File: src/rtl/adc_port_pkg.sv
package adc_port_pkg;

  typedef enum logic [1:0] {
    ST_SLEEP  = 2'd0,
    ST_CONV   = 2'd1,
    ST_SAMPLE = 2'd2
  } port_state_e;

  // single-ended CH0 after reset
  localparam logic [1:0] SEL_RESET = 2'b10;

  // selection word: bit1 = single-ended flag, bit0 = odd/sign flag
  function automatic logic [1:0] sel_pos(input logic [1:0] sel);
    return sel[0] ? 2'b10 : 2'b01;
  endfunction

  function automatic logic [1:0] sel_neg(input logic [1:0] sel);
    if (sel[1]) return 2'b00;
    return sel[0] ? 2'b01 : 2'b10;
  endfunction

endpackage

File: src/rtl/adc_pin_sync.sv
module adc_pin_sync #(
  parameter int STAGES = 2
) (
  input  logic clk,
  input  logic rst,
  input  logic pin_i,
  output logic level_o
);
  logic [STAGES-1:0] chain;

  always_ff @(posedge clk) begin
    if (rst) chain <= '0;
    else     chain <= {chain[STAGES-2:0], pin_i};
  end

  assign level_o = chain[STAGES-1];
endmodule

File: src/rtl/adc_conv_seq.sv
module adc_conv_seq
  import adc_port_pkg::*;
#(
  parameter int CONV_CYCLES = 320
) (
  input  logic        clk,
  input  logic        rst,
  input  logic        conv_lvl,
  input  logic        conv_rise,
  input  logic        conv_fall,
  output port_state_e state_o,
  output logic        done_o,
  output logic        enter_sample_o
);
  localparam int CNT_W = (CONV_CYCLES > 2) ? $clog2(CONV_CYCLES) : 1;
  localparam logic [CNT_W-1:0] LAST = CNT_W'(CONV_CYCLES - 1);

  port_state_e      state_q;
  logic [CNT_W-1:0] cnt_q;

  assign done_o         = (state_q == ST_CONV) && (cnt_q == LAST) && !conv_rise;
  assign enter_sample_o = (done_o && !conv_lvl) ||
                          ((state_q == ST_SLEEP) && conv_fall && !conv_rise);

  always_ff @(posedge clk) begin
    if (rst) begin
      state_q <= ST_SLEEP;
      cnt_q   <= '0;
    end else if (conv_rise) begin
      state_q <= ST_CONV;
      cnt_q   <= '0;
    end else begin
      case (state_q)
        ST_CONV: begin
          if (cnt_q == LAST) state_q <= conv_lvl ? ST_SLEEP : ST_SAMPLE;
          else               cnt_q   <= cnt_q + 1'b1;
        end
        ST_SLEEP: if (conv_fall) state_q <= ST_SAMPLE;
        default:  state_q <= state_q;
      endcase
    end
  end

  assign state_o = state_q;
endmodule

File: src/rtl/adc_shift_io.sv
module adc_shift_io
  import adc_port_pkg::*;
#(
  parameter int DATA_W = 12,
  parameter int SEL_W  = 2
) (
  input  logic              clk,
  input  logic              rst,
  input  logic              start_i,
  input  logic              load_i,
  input  logic              enter_sample_i,
  input  logic              in_sample_i,
  input  logic              sck_rise_i,
  input  logic              sck_fall_i,
  input  logic              sdi_lvl_i,
  input  logic [DATA_W-1:0] core_data_i,
  output logic              sdo_o,
  output logic              sdo_oe_o,
  output logic [1:0]        chan_pos_o,
  output logic [1:0]        chan_neg_o
);
  localparam int RXC_W = $clog2(SEL_W + 1);

  logic [DATA_W-1:0] shreg_q;
  logic [SEL_W-1:0]  rx_q;
  logic [SEL_W-1:0]  pend_q;
  logic [RXC_W-1:0]  rx_cnt_q;

  always_ff @(posedge clk) begin
    if (rst) begin
      shreg_q    <= '0;
      rx_q       <= '0;
      rx_cnt_q   <= '0;
      pend_q     <= SEL_RESET;
      sdo_o      <= 1'b0;
      sdo_oe_o   <= 1'b0;
      chan_pos_o <= sel_pos(SEL_RESET);
      chan_neg_o <= sel_neg(SEL_RESET);
    end else if (start_i) begin
      sdo_o      <= 1'b0;
      sdo_oe_o   <= 1'b0;
      rx_cnt_q   <= '0;
      chan_pos_o <= sel_pos(pend_q);
      chan_neg_o <= sel_neg(pend_q);
    end else begin
      if (load_i) shreg_q <= core_data_i;
      if (enter_sample_i) begin
        sdo_oe_o <= 1'b1;
        sdo_o    <= load_i ? core_data_i[DATA_W-1] : shreg_q[DATA_W-1];
        rx_cnt_q <= '0;
      end else if (in_sample_i) begin
        if (sck_fall_i) begin
          shreg_q <= {shreg_q[DATA_W-2:0], 1'b0};
          sdo_o   <= shreg_q[DATA_W-2];
        end
        if (sck_rise_i && (rx_cnt_q < RXC_W'(SEL_W))) begin
          rx_q     <= {rx_q[SEL_W-2:0], sdi_lvl_i};
          rx_cnt_q <= rx_cnt_q + 1'b1;
          if (rx_cnt_q == RXC_W'(SEL_W - 1))
            pend_q <= {rx_q[SEL_W-2:0], sdi_lvl_i};
        end
      end
    end
  end
endmodule

File: src/rtl/adc_serial_port.sv
module adc_serial_port
  import adc_port_pkg::*;
#(
  parameter int DATA_W      = 12,
  parameter int SEL_W       = 2,
  parameter int CONV_CYCLES = 320,
  parameter int SYNC_STAGES = 2
) (
  input  logic              clk,
  input  logic              rst,
  input  logic              conv_i,
  input  logic              sck_i,
  input  logic              sdi_i,
  input  logic [DATA_W-1:0] core_data_i,
  output logic              sdo_o,
  output logic              sdo_oe_o,
  output logic              busy_o,
  output logic              sleep_o,
  output logic              sample_o,
  output logic [1:0]        chan_pos_o,
  output logic [1:0]        chan_neg_o
);
  logic conv_lvl, sck_lvl, sdi_lvl;
  logic conv_d, sck_d;
  logic conv_rise, conv_fall, sck_rise, sck_fall;
  logic done, enter_sample;
  port_state_e state;

  adc_pin_sync #(.STAGES(SYNC_STAGES)) u_sync_conv (.clk(clk), .rst(rst), .pin_i(conv_i), .level_o(conv_lvl));
  adc_pin_sync #(.STAGES(SYNC_STAGES)) u_sync_sck  (.clk(clk), .rst(rst), .pin_i(sck_i),  .level_o(sck_lvl));
  adc_pin_sync #(.STAGES(SYNC_STAGES)) u_sync_sdi  (.clk(clk), .rst(rst), .pin_i(sdi_i),  .level_o(sdi_lvl));

  always_ff @(posedge clk) begin
    if (rst) begin
      conv_d <= 1'b0;
      sck_d  <= 1'b0;
    end else begin
      conv_d <= conv_lvl;
      sck_d  <= sck_lvl;
    end
  end

  assign conv_rise = conv_lvl & ~conv_d;
  assign conv_fall = ~conv_lvl & conv_d;
  assign sck_rise  = sck_lvl & ~sck_d;
  assign sck_fall  = ~sck_lvl & sck_d;

  adc_conv_seq #(.CONV_CYCLES(CONV_CYCLES)) u_seq (
    .clk(clk), .rst(rst), .conv_lvl(conv_lvl), .conv_rise(conv_rise),
    .conv_fall(conv_fall), .state_o(state), .done_o(done),
    .enter_sample_o(enter_sample)
  );

  adc_shift_io #(.DATA_W(DATA_W), .SEL_W(SEL_W)) u_io (
    .clk(clk), .rst(rst), .start_i(conv_rise), .load_i(done),
    .enter_sample_i(enter_sample), .in_sample_i(state == ST_SAMPLE),
    .sck_rise_i(sck_rise), .sck_fall_i(sck_fall), .sdi_lvl_i(sdi_lvl),
    .core_data_i(core_data_i), .sdo_o(sdo_o), .sdo_oe_o(sdo_oe_o),
    .chan_pos_o(chan_pos_o), .chan_neg_o(chan_neg_o)
  );

  assign busy_o   = (state == ST_CONV);
  assign sleep_o  = (state == ST_SLEEP);
  assign sample_o = (state == ST_SAMPLE);
endmodule

File: config.mk
export PLATFORM = sky130hd
export DESIGN_NAME = adc_serial_port
export DESIGN_NICKNAME = d
export VERILOG_FILES = /design/src/rtl/adc_port_pkg.sv /design/src/rtl/adc_pin_sync.sv /design/src/rtl/adc_conv_seq.sv /design/src/rtl/adc_shift_io.sv /design/src/rtl/adc_serial_port.sv
export SDC_FILE = /design/constraint.sdc
export NUM_CORES = 1
export LEC_CHECK = 0
export ABC_AREA = 1
export BUFFER_PORTS_ARGS = -buffer_cell sky130_fd_sc_hd__buf_2
export CAP_MARGIN = 20
export CELL_PAD_IN_SITES_DETAIL_PLACEMENT = 1
export CELL_PAD_IN_SITES_GLOBAL_PLACEMENT = 1
export CORE_ASPECT_RATIO = 1.75
export CORE_MARGIN = 2
export CORE_UTILIZATION = 46
export CTS_BUF_LIST = sky130_fd_sc_hd__clkbuf_8
export DETAILED_ROUTE_END_ITERATION = 10
export MAX_ROUTING_LAYER = met4
export PLACE_DENSITY_LB_ADDON = 0.25
export SYNTH_ARGS = -nofsm -noshare
export SYNTH_HDL_FRONTEND = slang
export SYNTH_SLANG_ARGS = --single-unit
File: constraint.sdc
create_clock -name clk -period 4.1 [get_ports clk]
set_input_delay 0.205 -clock clk [delete_from_list [all_inputs] [get_ports clk]]
set_output_delay 0.205 -clock clk [all_outputs]
set_load 0.03 [all_outputs]
[Word level (Yosys, flattened, before mapping)]
Cells that the tools add are included.
Cells by class
  equality and inequality tests: 8
  reduce and logical (&&, ||, !) cells: 23
  magnitude comparators: 1
  mux-type cells: 20
  bitwise logic cells: 11
  add/subtract/negate cells: 2
Operators by type and width (number)
  two-way mux 12 bit: 4
  two-way mux 2 bit: 7
  adder 9 x 1 -> 9 bit (second input constant): 1
  equality test 9 bit (second input constant): 1
  two-way mux 1 bit: 8
  NOT 1 bit: 7
  logical AND 1 bit: 6
  inequality test 3 x 1 -> 1 bit (second input constant): 2
  AND reduction 2 bit: 3
  AND reduction 3 bit: 2
  nonzero test 2 bit: 3
  AND reduction 5 bit: 1
  AND 1 bit: 4
  equality test 2 x 1 -> 1 bit (second input constant): 2
  inequality test 2 x 1 -> 1 bit (second input constant): 2
  one-hot mux 2 bit (2 select lines): 1
  AND reduction 4 bit: 1
  nonzero test 3 bit: 1
  OR reduction 3 bit: 1
  adder 2 x 1 -> 2 bit (second input constant): 1
  equality test 2 bit (second input constant): 1
  zero test 1 bit: 2
  zero test 2 bit: 1
  < comparator 2 bit (second input constant): 1
  2 further kinds: 2
Storage, ports and cells
  input bits: 17
  register bits: 42
  word-level logic and storage cells: 81
  output and inout port bits: 9

[Logic depth before layout (Yosys ltp)]
  depth after elaboration: 8
  mapped depth: 9
  depth with buffers taken out: 9

[By module]
From an unflattened synthesis, not the netlist that was laid out.
Unflattened totals
  cell total of the unflattened synthesis: 314
  area, all modules: 2069.5 um2
By module, submodules not included
  adc_shift_io: area each 1153.6 um2, cells an instance 180, instances 1
  adc_conv_seq: area each 654.4 um2, cells an instance 99, instances 1
  adc_pin_sync: area each 55.1 um2, cells an instance 6, instances 3
  adc_serial_port: area each 96.3 um2, cells an instance 17, instances 1

[Worst setup path after synthesis]
OpenSTA, ideal clock, no wires.
  path type: reg2reg
  start: reg u_seq.state_q[1] (netlist: u_seq.state_o[1])
  end: reg u_io.pend_q[0]
  required time: 3.981 ns
  stages on the path, launching flop included: 8
  data arrival time: 1.565 ns
  slack: 2.416 ns
  clock period less this slack: 1.684 ns
  cells stage by stage: dfxtp_1 > inv_1 > nor2_1 > nand4_1 > nor2_1 > nand2_1 > o21ai_0 > a21oi_1
On the way
  elaborated cells on any way between the ends: 11
RTL lines
  start, declared: RTL line adc_conv_seq.sv:18  | port_state_e state_q;
  start signal, assigned: RTL line adc_conv_seq.sv:35  | if (cnt_q == LAST) state_q <= conv_lvl ? ST_SLEEP : ST_SAMPLE;
  start signal, assigned: RTL line adc_conv_seq.sv:39  | default: state_q <= state_q;
  equality test 2 bit
  via sample_o: RTL line adc_serial_port.sv:19  | output logic sample_o,
  AND reduction 5 bit (no line)
  end signal, assigned: RTL line adc_shift_io.sv:60  | pend_q <= {rx_q[SEL_W-2:0], sdi_lvl_i};
  end, declared: RTL line adc_shift_io.sv:26  | logic [SEL_W-1:0] pend_q;
The timed path passes the listed nets, and every way through them passes these cells.
A chain may end at the register's enable or synchronous reset.

[Worst setup path after layout]
  start: reg u_sync_conv.chain[1]
  end: reg u_io.chan_pos_o[0]
On the way
  longest elaborated chain between the ends: 1
Ends and longest elaborated chain
  start, declared: RTL line adc_pin_sync.sv:9  | logic [STAGES-1:0] chain;
  start signal, assigned: RTL line adc_pin_sync.sv:13  | else chain <= {chain[STAGES-2:0], pin_i};
  AND 1 bit: RTL line adc_serial_port.sv:43  | assign conv_rise = conv_lvl & ~conv_d;
  end signal, assigned: RTL line adc_shift_io.sv:37  | chan_pos_o <= sel_pos(SEL_RESET);
  end signal, assigned: RTL line adc_shift_io.sv:43  | chan_pos_o <= sel_pos(pend_q);
  end, declared: RTL line adc_shift_io.sv:19  | output logic [1:0] chan_pos_o,
Every way passes these cells.

==> metrics.csv <==
stage,metric,value,unit
yosys,async_reset_ff_share,0,%
yosys,syn-num-nets,283,
drt,drt_wl_total,4630,um
finish,top_register,u_io.shreg_q,
die,initial_core_util,47.2,%
hold_path,hold_class,in -> reg,
grt,grt_use_met2,40.5,%
timing,skew,0.00451,ns
flow_run,drv_cap,0,
finish,drive_gt1_share,18.3,%
drt,vias,1792,
timing,maxSlewHeadroom,48.1,%
grt,grt_remaining_overflow,0,
grt,grt_pass1_vias,1710,
setup_path,path_depth,6,
hold_path,whs_path_depth,3,
drt,remaining_drc_errors,0,
setup_path,crit_family,simple AND/OR/NAND/NOR gates,
setup_path,cpPeakStageDelay,0.60,ns
setup_path,crit_path_frequent_cell,nor2_1,
die,ios,26,
timing,final.setup.tns,0,ns
drt,dr.pass1.iters,4,
grt,grt_antenna_before_repair,0,
placed_design,gp_congestion,0.778,
finish,largest_reg_flops,12,
placed_design,dpl_worst_slack,2.15,ns
timing,slew_viol_final,0,
power,power_density,362,nW/um2
grt,grt_pass1_wl,7460,um
setup_path,crit_chain,"inv_2, nor2_4, nor2_2, clkinv_1, nor2_1, nor2_1",
yosys,yosys.area_share.simple,33.3,%
power,power_leakage,0.970,nW
clocking,htreeDepth,2,
yosys,synth_xor_area_share,2.28,%
die,rows,31,
timing,fin_crit,1.95,ns
yosys,synth_top_family_by_area,simple AND/OR/NAND/NOR gates,
setup_path,r2r_setup_slack,2.15,ns
finish,n_antenna_cell,0,
timing,fmaxAchievable,514,MHz
yosys,synth_top_area_share,43.8,%
power,max-vdd-ir-drop,0.000284,V
yosys,postSynthAreaPerCell,7.27,um2
grt,top_usage_layer,met2,
yosys,yosysSeqAreaShare,43.8,%
power,power,0.788,mW
clocking,clk_latency,0.29,ns
grt,grt_use_total,22.0,%
yosys,netlist_area,1920,um2
setup_path,required,4.28,ns
clocking,cts_sinks,42,
yosys,synth.distinct_cells,30,
yosys,synth-main-ff-cell,dfxtp_1,
finish,fin_util,53.4,%
drt,drtIter0Drc,27,
die,die_h,89.5,um
yosys,synth-compound-area-share,10.7,%
die,die-area,4730,um2
timing,setup_viol,0,
timing,hold_viol_final,0,
yosys,synth_cells,264,
timing,finalWorstSetupSlack,2.15,ns
clocking,cts-root-buf,clkbuf_8,
die,die_w,52.8,um
setup_path,arrival,2.12,ns
clocking,post_cts_resized,0,
clocking,cts.path.max_buffers,2,
setup_path,path_class,reg -> reg,
drt,via_per_inst,5.30,
finish,layout_common_cells,"nand2_1, dfxtp_1, nand3_1",
die,coreArea,4070,um2
clocking,cts_setup_buffers,0,
finish,final_nets,307,
drt,ant_nets,0,
yosys,synthTopCellsByArea,"dfxtp_1, nand2_1, nand3_1",
setup_path,crit_path_end_kind,flip-flop,
placed_design,dp_hpwl,3400,um
setup_path,cp_num_buf_inv,2,
timing,rsz0062_at_grt,false,
finish,reg.largest.list,"u_io.shreg_q: 12 flops, u_seq.cnt_q: 9 flops",
grt,grt_max_degree,23,
yosys,yosysWarnings,0,
yosys,synth_seq_cells,42,
placed_design,port_buffers,25,
grt,globalRouteMet3Util,3.68,%
yosys,synth_area_leader_cell,dfxtp_1,
outcome,status,"finished, final reports clean",
clocking,path_clk_slew,0.08,ns
grt,grt.met1_usage,22.0,%
clocking,cts_tree,done,
finish,layout_commonest_cell,nand2_1,
setup_path,ff2ff_path_depth,6,
yosys,synth_edf_count,0,
yosys,synth.area.mux_share,0,%
finish,syn2layout_area_growth,13.2,%
timing,finalCritPeriodShare,47.5,%
timing,worst_pin_slew,0.777,ns
clocking,cts_buffers,5,
yosys,synth_fa_ha_area_share,1.30,%
setup_path,startpoint_type,flip-flop,
drt,wl_per_cell,13.7,um
setup_path,critPathSlowestCell,nor2_2,
setup_path,cp_max_fo,18,
clocking,ctsHoldBuffers,0,
## cell families after synthesis
kind of cell               Yosys count
and+or+nand+nor                    141
DFF                                 42
buffers and inverters               40
AOI/OAI and AO/OA                   34
xor gates and xnor gates             5
adders and majority gates            2
## synthesized netlist by cell type, types with 2 or more instances
cell type,count
nor2_1,31
nand4_1,3
nor3_1,4
a21oi_1,14
xor2_1,5
o21ai_1,3
clkbuf_1,4
ha_1,2
nor2_4,3
inv_1,27
nor2_2,2
inv_2,3
o21ai_0,7
buf_2,2
nand2_1,55
nand3_1,38
o21ai_2,7
dfxtp_1,42
## where the power goes
group / internal (mW) / switching, mW
clock: 0.179 / 0.144
combinational: 0.0141 / 0.0331
sequential: 0.414 / 0.00353
total: 0.607 / 0.181
## final cells by class
type	count	area, um2
Inverter	32	121
Multi-Input combinational cell	182	915
Clock buffer	5	68.8
Fill cell	574	1900
Tap cell	49	61.3
Clock inverter	3	41.3
Timing Repair Buffer	25	125
Sequential cell	42	841
## metrics by stage
stage / instance area (um2) / hold slack, ns / std cells
CTS: 2170 / 0.102 / 338
floorplan: 1920 / 0.312 / 264
finish: 2170 / 0.111 / 338
detailed placement: 2060 / 0.399 / 330
global placement: 2060 / 0.390 / 330
global route: 2170 / 0.100 / 338
## final timing paths
path                                                 startpoint                               to
worst min register to register   u_sync_sdi.chain[0]$_SDFF_PP0_   u_sync_sdi.chain[1]$_SDFF_PP0_
worst max-delay path            u_sync_conv.chain[1]$_SDFF_PP0_  u_io.chan_pos_o[0]$_SDFFE_PP1P_
worst min-delay path                                      sdi_i   u_sync_sdi.chain[0]$_SDFF_PP0_
worst max register to register  u_sync_conv.chain[1]$_SDFF_PP0_  u_io.chan_pos_o[0]$_SDFFE_PP1P_
## worst reg2reg max path: stages (launching register included)
cell,delay [ns]
dfxtp_1,0.32
inv_2,0.09
nor2_4,0.10
nor2_2,0.60
clkinv_1,0.47
nor2_1,0.20
nor2_1,0.06
## layer usage
metal | vias up | routed length [um] | part of all wire [%]
li1 | 895 | - | -
met1 | 860 | 1890 | 41
met2 | 28 | 2530 | 55
met3 | 9 | 107 | 2.3
met4 | 0 | 102 | 2.2
met5 | - | 0 | 0
(Power assumes the default switching activity.)
